### src/rtl/tl_pkg.sv
package tl_pkg;

    typedef enum logic [1:0] {
        PH_NS_GO   = 2'd0,
        PH_NS_WARN = 2'd1,
        PH_EW_GO   = 2'd2,
        PH_EW_WARN = 2'd3
    } phase_e;

    typedef struct packed {
        logic green;
        logic yellow;
        logic red;
    } lamp_t;

    localparam int NUM_AXES = 2;
    localparam int AXIS_NS  = 0;
    localparam int AXIS_EW  = 1;

    function automatic logic phase_is_go(input phase_e p);
        return (p == PH_NS_GO) || (p == PH_EW_GO);
    endfunction

    function automatic lamp_t axis_lamp(input phase_e p, input int axis);
        lamp_t l;
        l = '{green: 1'b0, yellow: 1'b0, red: 1'b1};
        if (axis == AXIS_NS) begin
            if (p == PH_NS_GO)   l = '{green: 1'b1, yellow: 1'b0, red: 1'b0};
            if (p == PH_NS_WARN) l = '{green: 1'b0, yellow: 1'b1, red: 1'b0};
        end else begin
            if (p == PH_EW_GO)   l = '{green: 1'b1, yellow: 1'b0, red: 1'b0};
            if (p == PH_EW_WARN) l = '{green: 1'b0, yellow: 1'b1, red: 1'b0};
        end
        return l;
    endfunction

endpackage

### src/rtl/tl_interval_timer.sv
module tl_interval_timer #(
    parameter int INTERVAL       = 45,
    parameter bit START_ON_RESET = 1'b0
) (
    input  logic clk,
    input  logic rst,
    input  logic tick,
    input  logic start,
    output logic alarm
);
    localparam int CNT_W = $clog2(INTERVAL + 1);

    logic [CNT_W-1:0] remaining;

    always_ff @(posedge clk) begin
        if (rst) begin
            remaining <= START_ON_RESET ? CNT_W'(INTERVAL) : '0;
            alarm     <= 1'b0;
        end else if (start) begin
            remaining <= CNT_W'(INTERVAL);
            alarm     <= 1'b0;
        end else if (tick && (remaining != '0)) begin
            remaining <= remaining - 1'b1;
            alarm     <= (remaining == CNT_W'(1));
        end else begin
            alarm     <= 1'b0;
        end
    end

    // an alarm follows a counted tick and lasts one cycle
    p_alarm_after_tick_r3: assert property (@(posedge clk) disable iff (rst)
        alarm |-> ($past(tick) && !$past(start)));
    p_alarm_single_r4: assert property (@(posedge clk) disable iff (rst)
        alarm |=> !alarm);

endmodule

### src/rtl/tl_phase_fsm.sv
module tl_phase_fsm
    import tl_pkg::*;
(
    input  logic   clk,
    input  logic   rst,
    input  logic   long_alarm,
    input  logic   short_alarm,
    output phase_e phase,
    output logic   start_long,
    output logic   start_short
);
    phase_e phase_q;
    phase_e phase_nxt;
    logic   due;

    assign due = phase_is_go(phase_q) ? long_alarm : short_alarm;

    always_comb begin
        case (phase_q)
            PH_NS_GO:   phase_nxt = PH_NS_WARN;
            PH_NS_WARN: phase_nxt = PH_EW_GO;
            PH_EW_GO:   phase_nxt = PH_EW_WARN;
            PH_EW_WARN: phase_nxt = PH_NS_GO;
            default:    phase_nxt = PH_NS_GO;
        endcase
    end

    always_ff @(posedge clk) begin
        if (rst)      phase_q <= PH_NS_GO;
        else if (due) phase_q <= phase_nxt;
    end

    // timer start issued on the same edge that enters the new phase
    assign start_long  = due &&  phase_is_go(phase_nxt);
    assign start_short = due && !phase_is_go(phase_nxt);
    assign phase       = phase_q;

    p_seq_order_r2: assert property (@(posedge clk) disable iff (rst)
        (!$past(rst) && (phase_q != $past(phase_q)))
            |-> (2'(phase_q) == 2'(2'($past(phase_q)) + 2'd1)));
    p_move_on_alarm_r7: assert property (@(posedge clk) disable iff (rst)
        (!$past(rst) && (phase_q != $past(phase_q))) |-> $past(due));

endmodule

### src/rtl/tl_lamp_decode.sv
module tl_lamp_decode
    import tl_pkg::*;
(
    input  logic   clk,
    input  logic   rst,
    input  phase_e phase,
    output lamp_t  lamps [NUM_AXES]
);
    for (genvar a = 0; a < NUM_AXES; a++) begin : g_axis
        assign lamps[a] = axis_lamp(phase, a);

        p_axis_onehot_r5: assert property (@(posedge clk) disable iff (rst)
            $countones(lamps[a]) == 1);
    end

    p_cross_safe_r6: assert property (@(posedge clk) disable iff (rst)
        lamps[AXIS_NS].red || lamps[AXIS_EW].red);

endmodule

### src/rtl/tl_sequencer.sv
module tl_sequencer
    import tl_pkg::*;
#(
    parameter int LONG_TICKS  = 45,
    parameter int SHORT_TICKS = 15
) (
    input  logic clk,
    input  logic rst,
    input  logic tick,
    output logic ns_green,
    output logic ns_yellow,
    output logic ns_red,
    output logic ew_green,
    output logic ew_yellow,
    output logic ew_red
);
    logic   long_alarm, short_alarm;
    logic   start_long, start_short;
    phase_e phase;
    lamp_t  lamps [NUM_AXES];

    tl_interval_timer #(.INTERVAL(LONG_TICKS), .START_ON_RESET(1'b1)) u_long_tmr (
        .clk(clk), .rst(rst), .tick(tick), .start(start_long), .alarm(long_alarm)
    );

    tl_interval_timer #(.INTERVAL(SHORT_TICKS), .START_ON_RESET(1'b0)) u_short_tmr (
        .clk(clk), .rst(rst), .tick(tick), .start(start_short), .alarm(short_alarm)
    );

    tl_phase_fsm u_fsm (
        .clk(clk), .rst(rst),
        .long_alarm(long_alarm), .short_alarm(short_alarm),
        .phase(phase), .start_long(start_long), .start_short(start_short)
    );

    tl_lamp_decode u_decode (
        .clk(clk), .rst(rst), .phase(phase), .lamps(lamps)
    );

    assign ns_green  = lamps[AXIS_NS].green;
    assign ns_yellow = lamps[AXIS_NS].yellow;
    assign ns_red    = lamps[AXIS_NS].red;
    assign ew_green  = lamps[AXIS_EW].green;
    assign ew_yellow = lamps[AXIS_EW].yellow;
    assign ew_red    = lamps[AXIS_EW].red;

endmodule

### config.mk
export PLATFORM = sky130hd
export DESIGN_NAME = tl_sequencer
export DESIGN_NICKNAME = d
export VERILOG_FILES = /design/src/rtl/tl_pkg.sv /design/src/rtl/tl_interval_timer.sv /design/src/rtl/tl_phase_fsm.sv /design/src/rtl/tl_lamp_decode.sv /design/src/rtl/tl_sequencer.sv
export SDC_FILE = /design/constraint.sdc
export NUM_CORES = 1
export LEC_CHECK = 0
export CAP_MARGIN = 5
export CELL_PAD_IN_SITES_DETAIL_PLACEMENT = 1
export CELL_PAD_IN_SITES_GLOBAL_PLACEMENT = 2
export CORE_MARGIN = 5
export CORE_UTILIZATION = 35
export CTS_CLUSTER_SIZE = 10
export DETAILED_ROUTE_END_ITERATION = 16
export PLACE_DENSITY = 0.84
export SYNTH_ARGS = -nofsm -noshare
export SYNTH_HDL_FRONTEND = slang
export SYNTH_HIERARCHICAL = 1
export SYNTH_SLANG_ARGS = --single-unit
### constraint.sdc
create_clock -name clk -period 4.14 [get_ports clk]
set_input_delay 0.828 -clock clk [delete_from_list [all_inputs] [get_ports clk]]
set_output_delay 0.828 -clock clk [all_outputs]
set_load 0.1 [all_outputs]
After elaboration in Yosys (flattened, before gate mapping)
Index checks and enable logic that the tools add are counted.
{ "word_totals": {"elab_cells": 38, "register_bits": 14, "input_bits": 3} }
{ "classes": {"n_eq_ne": 6, "n_reduce_logical": 15, "bitwise_logic": 2, "n_mux": 8, "addsub": 2} }
{ "op_table": {"columns": ["operator", "count"], "rows": [
  ["$mux W3", 4],
  ["$mux W4", 2],
  ["$pmux W2 S4", 1],
  ["$eq A2 B2 Y1 const B", 3],
  ["$eq A6 B1 Y1 const B", 1],
  ["$reduce_bool A6 Y1", 1],
  ["$reduce_or A3 Y1", 2],
  ["$sub A6 B1 Y6 const B", 1],
  ["$eq A4 B1 Y1 const B", 1],
  ["$logic_and A1 B1 Y1", 4],
  ["$logic_not A2 Y1", 2],
  ["$reduce_bool A4 Y1", 1],
  ["$sub A4 B1 Y4 const B", 1],
  ["$eq A2 B1 Y1 const B", 1],
  ["$logic_or A1 B1 Y1", 2],
  ["$not A1 Y1", 2],
  ["$reduce_bool A2 Y1", 1],
  ["$reduce_or A2 Y1", 1],
  ["$logic_not A1 Y1", 1],
  ["$mux W1", 1]
]} }

Depth between registers and ports, before layout
{ "logic_depth": {"word_depth": 7, "depth_mapped": 6} }

By module
The synthesis kept the hierarchy.
{ "by_module_without_submodules": {"columns": ["module", "n_inst", "seq_area_each_um2", "cells_each", "area_per_inst_um2"], "rows": [
  ["tl_interval_timer (u_long_tmr)", 1, 140.1, 40, 364.1],
  ["tl_interval_timer (u_short_tmr)", 1, 100.1, 30, 262.8],
  ["tl_phase_fsm", 1, 40.0, 13, 126.4],
  ["tl_lamp_decode", 1, 0.0, 6, 30.0]
]} }

Worst setup path after synthesis
OpenSTA, ideal clock, no wires.
{ "synth_path": {"path_kind": "register to output", "start": "register u_fsm.phase_q[1], in the netlist u_fsm/phase[1]", "end": "output ew_green", "t_required_ns": 3.312, "stages_incl_launch_ff": 2, "path_slack_ns": 1.536, "t_arrival_ns": 1.776, "n_path_buf": 0, "cell_sequence": "dfxtp_1 nor2b_1"} }
{ "synth_via": {"elab_chain_cells": 3, "word_cells_on_any_way": 4, "cone_classes": "eq/ne: 2; mux: 2"} }
{ "synth_lines": {"columns": ["element", "line", "rtl"], "rows": [
  ["start: declaration", "tl_phase_fsm.sv:12", "phase_e phase_q;"],
  ["start signal: assignment", "tl_phase_fsm.sv:30", "else if (due) phase_q <= phase_nxt;"],
  ["$eq A2 B2 Y1", null, null],
  ["$mux W3", "tl_pkg.sv:31", "if (p == PH_EW_GO) l = '{green: 1'b1, yellow: 1'b0, red: 1'b0};"],
  ["$mux W3 *", "tl_pkg.sv:32", "if (p == PH_EW_WARN) l = '{green: 1'b0, yellow: 1'b1, red: 1'b0};"],
  ["end: declaration", "tl_sequencer.sv:13", "output logic ew_green,"]
]} }
Every way passes the cells marked *; elsewhere a longest branch is shown, timed or not.

Final worst setup path
Same ends and word-level chain as after synthesis.

==> flow_summary.ini <==
[sta]
worst_clock_skew_ns = 0.00531
timing.max_slew.rel_slack_pct = 35.0
finalCritPeriodShare_pct = 69.2
report.final.slew_viol_count = 0
setup-tns-final_ns = 0
holdWs_ns = 0.486
rsz_0062_raised_after_global_routing = false
final_count_of_negative_setup_slack_endpoints = 0
fmaxAchievable_ghz = 0.349
final_count_of_hold_timing_violations = 0
tightestPinTransition_ns = 0.973
post-route-min-period_ns = 2.87

[clock_tree]
worst_setup_hold_path_clk_slew_ns = 0.10
clk_root_buffer_cell = sky130_fd_sc_hd__clkbuf_4
clkLatencyLatePin_ns = 0.29
cts_hold_buffers = 0
post-cts-setup-buffer-count = 0
cts-resized-gates = 0
cts.htree.levels = 1
cts_max_path_buffers = 2
numClockSinks = 14
cts_made_buffers = 3
cts_tree = done

[route]
drt_pre_antenna_iters = 3
routed-via-count = 680
drc_viols = 0
drtIter0Drc = 11
totalWireLength_um = 1670
post_drt_via_cell_ratio = 5.31
detail_route.wl_per_cell_um = 13.0
ant_nets = 0

[final_layout]
fin_area_um2 = 931
final_util_pct = 42.9
final_net_count = 111
layout-area-overhead-vs-synth_pct = 18.8
antenna_cells_inserted = 0
post_route_cells_drive_above_1_share_pct = 9.00

[synthesis]
synth_nets = 99
proportion_of_synthesized_chip_area_in_sequential_cells_pct = 35.8
synth_top_area_cells = sky130_fd_sc_hd__dfxtp_1, sky130_fd_sc_hd__ha_1, sky130_fd_sc_hd__nor2b_1, sky130_fd_sc_hd__a21oi_1, sky130_fd_sc_hd__inv_1
post_synth_most_frequent_cells = sky130_fd_sc_hd__dfxtp_1, sky130_fd_sc_hd__inv_1, sky130_fd_sc_hd__ha_1, sky130_fd_sc_hd__a21oi_1, sky130_fd_sc_hd__nor2_1
postSynthCellCount = 89
synth-main-ff-cell = sky130_fd_sc_hd__dfxtp_1
ys_warn_count = 6
ys_ff_latch = 14
synth_top_cell_by_area = sky130_fd_sc_hd__dfxtp_1
ys_types = 35
ys_async_sr_fraction_pct = 0
post-synth-top-count-cell = sky130_fd_sc_hd__dfxtp_1
synthesis.area_um2 = 783
number_of_enable_flip_flop_cells_after_synthesis = 0
synth_area_per_cell_um2 = 8.80
synthDominantCellAreaShare_pct = 35.8

[floorplanning]
die_area_um2 = 3280
vertical_die_dimension_um = 57.3
initial_core_util_pct = 36.1
die_width_um = 57.3
design.core.area_um2 = 2170
ios = 9
floorplan.rows = 17

[critical_path]
cpPeakStageDelay_ns = 1.14
endpoint_kind = primary output
path_class = flip-flop to primary output
rr_worst_depth = 5
worstPathCellList = nor2b_1 -> clkdlybuf4s50_1
critPathMaxFanout = 8
cp.required_ns = 3.31
critPathLaunchType = flip-flop
crit_slowest_cell = sky130_fd_sc_hd__clkdlybuf4s50_1
crit_arrival_ns = 2.04

[grt]
grt_use_total_pct = 11.1
grt_antenna_before_repair = 0
largest_net_degree_at_the_start_of_global_routing = 13
number_of_global_route_vias_before_repair = 625
grt_pass1_wl_um = 2800
gr-total-overflow = 0

[power]
vdd.ir_drop.worst_mv = 0.245
power-per-cell-area_nw_per_um2 = 405
post-layout-total-power_w = 0.000377
leakage_power_total_nw = 0.355

[job]
timing.max_cap.violations = 0

[place]
gp_routability_congestion = 0.630
dpl.hpwl_um = 1230
buffer_ports.inserted = 8
placement.cell_area_um2 = 895

[hold_path]
hold-path-cell-count = 1
min_path_type = flip-flop to flip-flop

[outcome]
outcome = completed
==> final cells by class <==
cell class / count / area [µm²]
timing repair buffer: 8 / 80.1
tap: 28 / 35.0
inverter: 8 / 30.0
sequential: 14 / 280
clock buffer: 4 / 36.3
fill: 273 / 1240
multi-input combinational: 66 / 469
==> flip-flops by register name, indices dropped and copies added, names as in the netlist <==
name,count
u_fsm/phase,2
u_short_tmr/remaining,4
u_long_tmr/remaining,6
u_short_tmr/alarm,1
u_long_tmr/alarm,1
==> routing by layer <==
| metal | routed length, µm | track usage [%] | vias to the layer above |
|---|---|---|---|
| li1 | - | - | 340 |
| met1 | 828 | 14.0 | 327 |
| met5 | 0 | 0 | - |
| met4 | 56 | 8.94 | 0 |
| met2 | 733 | 16.3 | 9 |
| met3 | 50 | 2.26 | 4 |
==> cell families after synthesis <==
group	after synthesis	share of synthesized area, %
and+or+nand+nor	35	27.3
AOI/OAI and AO/OA	23	20.1
DFF	14	35.8
muxes	1	1.28
buffers and inverters	9	4.31
adders and majority gates	7	11.2
==> metrics by stage <==
stage          setup WS, ns  std cells
6_report               1.27        128
5_1_grt                1.17        128
4_1_cts                1.25        128
3_5_place_dp           1.56        124
3_3_place_gp           1.62        124
2_1_floorplan          1.54         89
==> path summary, 6_finish.rpt <==
check                           slack, ns               startpoint                      end
worst max-delay path                 1.27           u_fsm/phase[1]                 ew_green
worst min-delay path                 0.49  u_long_tmr/remaining[5]         u_long_tmr/alarm
worst min register to register       0.49  u_long_tmr/remaining[5]         u_long_tmr/alarm
worst max register to register       2.60  u_long_tmr/remaining[0]  u_long_tmr/remaining[4]
==> power breakdown <==
| part | leakage [nW] | internal (W) | total (W) | switching [W] |
|---|---|---|---|---|
| clock | 0.0210 | 0.0000536 | 0.000104 | 0.0000500 |
| combinational | 0.220 | 0.0000517 | 0.000110 | 0.0000586 |
| sequential | 0.114 | 0.000151 | 0.000164 | 0.0000130 |
==> worst max-delay path: cells and delay by family (launching register included) <==
family        cells  cell delay, ns
simple gates      1            0.17
buf+inv           1            1.14
flops             1            0.44
==> cell usage in the layout (no fill, tap or decap), types with 4 or more instances in the layout <==
cell / instances
sky130_fd_sc_hd__nor2_1: 6
sky130_fd_sc_hd__nand3_1: 4
sky130_fd_sc_hd__clkdlybuf4s50_1: 8
sky130_fd_sc_hd__ha_1: 7
sky130_fd_sc_hd__dfxtp_1: 14
sky130_fd_sc_hd__inv_1: 8
sky130_fd_sc_hd__nor2b_1: 5
sky130_fd_sc_hd__a21oi_1: 6
sky130_fd_sc_hd__o21ai_0: 4
Note: power is estimated with default switching activity, not from simulation.
